[src/rtl/phy_scan_pkg.sv]
package phy_scan_pkg;
  typedef enum logic [1:0] {
    SC_IDLE  = 2'd0,
    SC_ISSUE = 2'd1,
    SC_AWAIT = 2'd2
  } scan_state_e;
endpackage

[src/rtl/phy_scan_status_check.sv]
// Judges one status read: passes only for a real, capable PHY.
module phy_scan_status_check #(
  parameter int                DATA_W   = 16,
  parameter logic [DATA_W-1:0] REQ_MASK = 16'h1808
) (
  input  logic [DATA_W-1:0] status,
  input  logic              timed_out,
  output logic              accept
);
  logic bus_floating;
  logic caps_present;

  assign bus_floating = &status;
  assign caps_present = ((status & REQ_MASK) == REQ_MASK);
  assign accept       = !timed_out && !bus_floating && caps_present;
endmodule

[src/rtl/phy_scan_addr_step.sv]
// Holds the address under test: preferred probe, then a descending sweep.
module phy_scan_addr_step #(
  parameter int ADDR_W = 5
) (
  input  logic              clk,
  input  logic              rst_n,
  input  logic              load_pref,
  input  logic              load_top,
  input  logic              step,
  input  logic [ADDR_W-1:0] pref_addr,
  output logic [ADDR_W-1:0] cur_addr,
  output logic              in_pref,
  output logic              at_floor
);
  localparam logic [ADDR_W-1:0] TOP_ADDR = '1;

  always_ff @(posedge clk) begin
    if (!rst_n) begin
      cur_addr <= '0;
      in_pref  <= 1'b0;
    end else if (load_pref) begin
      cur_addr <= pref_addr;
      in_pref  <= 1'b1;
    end else if (load_top) begin
      cur_addr <= TOP_ADDR;
      in_pref  <= 1'b0;
    end else if (step) begin
      if (in_pref) begin
        cur_addr <= TOP_ADDR;
        in_pref  <= 1'b0;
      end else begin
        cur_addr <= cur_addr - 1'b1;
      end
    end
  end

  assign at_floor = !in_pref && (cur_addr == '0);

  AST_PREF_THEN_TOP: assert property (@(posedge clk) disable iff (!rst_n)
    (step && in_pref) |=> (!in_pref && (cur_addr == TOP_ADDR)));
  AST_SWEEP_DESCENDS: assert property (@(posedge clk) disable iff (!rst_n)
    (step && !in_pref && !load_pref && !load_top) |=> (cur_addr == $past(cur_addr) - 1'b1));
endmodule

[src/rtl/phy_addr_scanner.sv]
module phy_addr_scanner
  import phy_scan_pkg::*;
#(
  parameter int                ADDR_W      = 5,
  parameter int                REG_W       = 5,
  parameter int                DATA_W      = 16,
  parameter int                DETECT_REG  = 1,
  parameter logic [DATA_W-1:0] DETECT_MASK = 16'h1808
) (
  input  logic              clk,
  input  logic              rst_n,
  input  logic              start,
  input  logic              pref_valid,
  input  logic [ADDR_W-1:0] pref_addr,
  output logic              req_valid,
  input  logic              req_ready,
  output logic [ADDR_W-1:0] req_phy,
  output logic [REG_W-1:0]  req_reg,
  input  logic              rsp_valid,
  output logic              rsp_ready,
  input  logic [DATA_W-1:0] rsp_data,
  input  logic              rsp_timeout,
  output logic              done,
  output logic              found,
  output logic [ADDR_W-1:0] phy_addr
);
  scan_state_e       st;
  logic              take;
  logic              accept;
  logic              step;
  logic              load_pref;
  logic              load_top;
  logic              in_pref;
  logic              at_floor;
  logic [ADDR_W-1:0] cur_addr;

  assign take      = rsp_valid && rsp_ready;
  assign load_pref = (st == SC_IDLE) && start && pref_valid;
  assign load_top  = (st == SC_IDLE) && start && !pref_valid;
  assign step      = take && !accept && !at_floor;

  phy_scan_status_check #(
    .DATA_W   (DATA_W),
    .REQ_MASK (DETECT_MASK)
  ) u_check (
    .status    (rsp_data),
    .timed_out (rsp_timeout),
    .accept    (accept)
  );

  phy_scan_addr_step #(
    .ADDR_W (ADDR_W)
  ) u_step (
    .clk       (clk),
    .rst_n     (rst_n),
    .load_pref (load_pref),
    .load_top  (load_top),
    .step      (step),
    .pref_addr (pref_addr),
    .cur_addr  (cur_addr),
    .in_pref   (in_pref),
    .at_floor  (at_floor)
  );

  assign req_valid = (st == SC_ISSUE);
  assign rsp_ready = (st == SC_AWAIT);
  assign req_phy   = cur_addr;
  assign req_reg   = REG_W'(DETECT_REG);

  always_ff @(posedge clk) begin
    if (!rst_n) begin
      st       <= SC_IDLE;
      done     <= 1'b0;
      found    <= 1'b0;
      phy_addr <= '0;
    end else begin
      done <= 1'b0;
      unique case (st)
        SC_IDLE: begin
          if (start) begin
            found    <= 1'b0;
            phy_addr <= '0;
            st       <= SC_ISSUE;
          end
        end
        SC_ISSUE: begin
          if (req_ready) st <= SC_AWAIT;
        end
        SC_AWAIT: begin
          if (take) begin
            if (accept) begin
              done     <= 1'b1;
              found    <= 1'b1;
              phy_addr <= cur_addr;
              st       <= SC_IDLE;
            end else if (at_floor) begin
              done <= 1'b1;
              st   <= SC_IDLE;
            end else begin
              st <= SC_ISSUE;
            end
          end
        end
        default: st <= SC_IDLE;
      endcase
    end
  end

  AST_REQ_HELD: assert property (@(posedge clk) disable iff (!rst_n)
    (req_valid && !req_ready) |=> (req_valid && $stable(req_phy)));
  AST_PASS_REPORTED: assert property (@(posedge clk) disable iff (!rst_n)
    (take && accept) |=> (done && found && (phy_addr == $past(req_phy))));
  AST_ALLONES_REJECTED: assert property (@(posedge clk) disable iff (!rst_n)
    (take && (rsp_data == '1)) |=> !(done && found));
  AST_TIMEOUT_REJECTED: assert property (@(posedge clk) disable iff (!rst_n)
    (take && rsp_timeout) |=> !(done && found));
  AST_EXHAUSTED: assert property (@(posedge clk) disable iff (!rst_n)
    (take && !accept && at_floor) |=> (done && !found && (phy_addr == '0)));
  AST_DONE_PULSE: assert property (@(posedge clk) disable iff (!rst_n)
    done |=> !done);
  AST_RESULT_HELD: assert property (@(posedge clk) disable iff (!rst_n)
    ((st == SC_IDLE) && !start) |=> ($stable(found) && $stable(phy_addr)));
  AST_BUSY_START_IGNORED: assert property (@(posedge clk) disable iff (!rst_n)
    ((st == SC_ISSUE) && start && !req_ready) |=> (req_valid && $stable(req_phy)));
endmodule

[config.mk]
export PLATFORM = sky130hd
export DESIGN_NAME = phy_addr_scanner
export DESIGN_NICKNAME = d
export VERILOG_FILES = /design/src/rtl/phy_scan_pkg.sv /design/src/rtl/phy_scan_status_check.sv /design/src/rtl/phy_scan_addr_step.sv /design/src/rtl/phy_addr_scanner.sv
export SDC_FILE = /design/constraint.sdc
export NUM_CORES = 1
export LEC_CHECK = 0
export BUFFER_PORTS_ARGS = -buffer_cell sky130_fd_sc_hd__buf_2
export CORE_MARGIN = 3
export CORE_UTILIZATION = 39
export CTS_BUF_LIST = sky130_fd_sc_hd__clkbuf_16
export CTS_CLUSTER_DIAMETER = 200
export DETAILED_ROUTE_END_ITERATION = 8
export PLACE_DENSITY = 0.79
export SKIP_LAST_GASP = 1
export SYNTH_ARGS = -nofsm -noshare
export SYNTH_HDL_FRONTEND = slang
export SYNTH_SLANG_ARGS = --single-unit
[constraint.sdc]
create_clock -name clk -period 1.4 [get_ports clk]
set_input_delay 0.14 -clock clk [delete_from_list [all_inputs] [get_ports clk]]
set_output_delay 0.14 -clock clk [all_outputs]
set_load 0.05 [all_outputs]
==> impl_metrics.toml <==
[timing]
finalWorstSetupSlack_ps = -2.506
whs_ps = 153.9
fin_skew_ps = 3.129
fin_crit_ps = 1403
rsz0062_at_grt = "yes"
fmax_ghz = 0.7130
fin_tns_setup_ps = -2.506
period_share_pct = 100.2
final-hold-violation-count = 0
final_max_slew_viol_count = 0
setup_viol = 1

[finish]
area_growth_pct = 51.19
fin_cells = 175
fin_area_sq_mm = 0.001275
nNetsFinal = 178
drive_gt1_share_pct = 50.00
diodes = 0
fill_cells = 159

[route]
totalWireLength_um = 2376
drtAntennaViolNets = 0
dr.pass1.iters = 4
drc_errors = 0
drt_iter0_markers = 12
vias = 916
wl_per_cell_um = 13.58
avgViaCountPerCell = 5.234

[clock_network]
clkTransAtPathRegs_ps = 50
clock_tree.buffer_depth = 2
ctsRootBufferMaster = "clkbuf_16"
worstSkewPairLatency_ps = 250
cts.sinks = 15
cts_made_buffers = 3
htreeDepth = 1
cts_tree = "done"

[yosys]
synth_top_family_by_area = "simple AND/OR/NAND/NOR gates"
synth_area_leaders = "dfxtp_1 (36%), mux2i_1 (7.1%), nand2_1 (6.7%)"
seq_area_frac_synth_pct = 35.61
synth.largest_area_cell = "dfxtp_1"
async_reset_ff_share_pct = 0
syn_area_sq_um = 843.3
synthTopCellsByCount = "dfxtp_1 (15), nand2_1 (15), mux2i_1 (6)"
synth.distinct_cells = 33
synth-edff-count = 0
synth_compound_area_share_pct = 15.28
synth-xor-area-share_pct = 3.116
yosys.area_share.adder_pct = 1.484
ys.flop_type = "dfxtp_1"
synthCells = 97
synthSimpleGateAreaFrac_pct = 27.60
synth-seq-cells = 15
yosys_warnings = 0
synth_top_area_share_pct = 35.61
syn_avg_cell_area_sq_um = 8.694
muxShareOfSynthArea_pct = 7.122

[worst_setup_path]
r2r_start = "u_step.cur_addr[1]"
start_kind = "flop"
r2r_setup_slack_ps = -3
crit_type = "reg2reg"
crit_arrival_ps = 1510
crit_path_start = "u_step.cur_addr[1]"
reg2reg_depth = 6
worstPathMaxFanout = 7
cp-end-kind = "flop"
required_ps = 1510

[floorplan]
start_util_pct = 42.13
pin_count = 47
rows = 16
die_h_um = 52.50
core_area_sq_mm = 0.002002
die_x_um = 52.50
dieArea_sq_mm = 0.002756

[power]
powerDensity_mw_per_mm2 = 1236
ir_drop_uv = 706.1
leakage_uw = 0.0006140

[placed_design]
place_ws_ps = -64.65
dpl-instance-area_sq_mm = 0.001131
port_buffers = 41
hpwl_um = 1785
place_congestion = 0.8362
dp_cells = 168

[grt]
grt_pass1_vias = 816
overflow = 0
grt_usage_pct = 18.49
antenna_found_initial = 0
grt_max_degree = 22
grt_pass1_wl_um = 3650

[outcome]
violations = "negative setup slack"
status = "complete, but fails checks"

[run]
drv_cap = 0

[min_path]
hold_path.class = "in2reg"
min_path_cells = 3
min_from = "rsp_valid"
[where the power goes]
group          internal, uW  switching, uW  leakage, uW
Sequential              465           44.2     0.000125
Combinational           198            298     0.000448
Clock                   382            189    0.0000409
Total                  1040            532     0.000614
[timing repair]
action                                  4_1_cts  5_1_grt
setup buffers                                 3        0
hold buffers                                  0        0
pin swaps                                     3        3
endpoints found under the setup margin        7       12
resized for setup                             5        6
[cells by family (layout without fill, tap and decap cells)]
group / Yosys count / count (layout)
AND/OR/NAND/NOR: 40 / 40
AO/OA/AOI/OAI: 17 / 17
flip-flops: 15 / 15
buffers and inverters: 13 / 61
multiplexers: 6 / 6
XOR/XNOR: 3 / 3
other: 2 / 5
adder cells (fa/ha/maj): 1 / 1
[placed cells by master (no fill, tap or decap), types with 3 or more instances in the layout]
cell / n
inv_1: 3
o221ai_1: 3
o22ai_1: 5
nand3_1: 3
dfxtp_1: 11
conb_1: 5
mux2i_1: 6
buf_4: 11
nor2_1: 3
buf_2: 41
clkbuf_16: 3
nand2_1: 15
xor2_1: 3
[critical path, stage by stage, from the launching register on]
cell and delay (ps):
dfxtp_4 340, inv_4 50, ha_4 120, nor3b_4 280
nand3_2 130, o211a_4 200, mux2i_1 140
[per-stage QoR]
| step | utilization, % | power [uW] |
|---|---|---|
| after CTS | 62.63 | 1565 |
| after global placement | 56.50 | 948.4 |
| after detailed placement | 56.50 | 960.5 |
| after global routing | 63.69 | 1642 |
| after floorplan | - | 845.4 |
| final | 63.69 | 1576 |
[metal layers]
metal | global-route usage [%] | vias to the layer above | share of wire (%)
met4 | 12.77 | 0 | 3.4
li1 | - | 442 | -
met1 | 21.91 | 442 | 40
met2 | 29.13 | 25 | 51
met5 | 0 | - | 0
met3 | 4.274 | 7 | 4.7
[final cells by class]
type	instances	area (sq um)	area share [%]
flip-flops and latches	15	310.3	24.34
repair buffers	52	287.8	22.57
multi-input cells	72	539.3	42.30
clock inverters	1	5.005	0.3925
well taps	27	33.78	2.650
clock buffers	3	75.07	5.888
inverters	5	23.77	1.865
[state kept, by name, indices dropped and copies added, names as in the netlist]
name             flops
phy_addr             5
u_step.cur_addr      5
st                   2
done                 1
found                1
u_step.in_pref       1
[worst paths after layout]
check,to
max,u_step.cur_addr[1]
min,done
max reg2reg,u_step.cur_addr[1]
min reg2reg,phy_addr[3]
(Power assumes the default switching activity.)
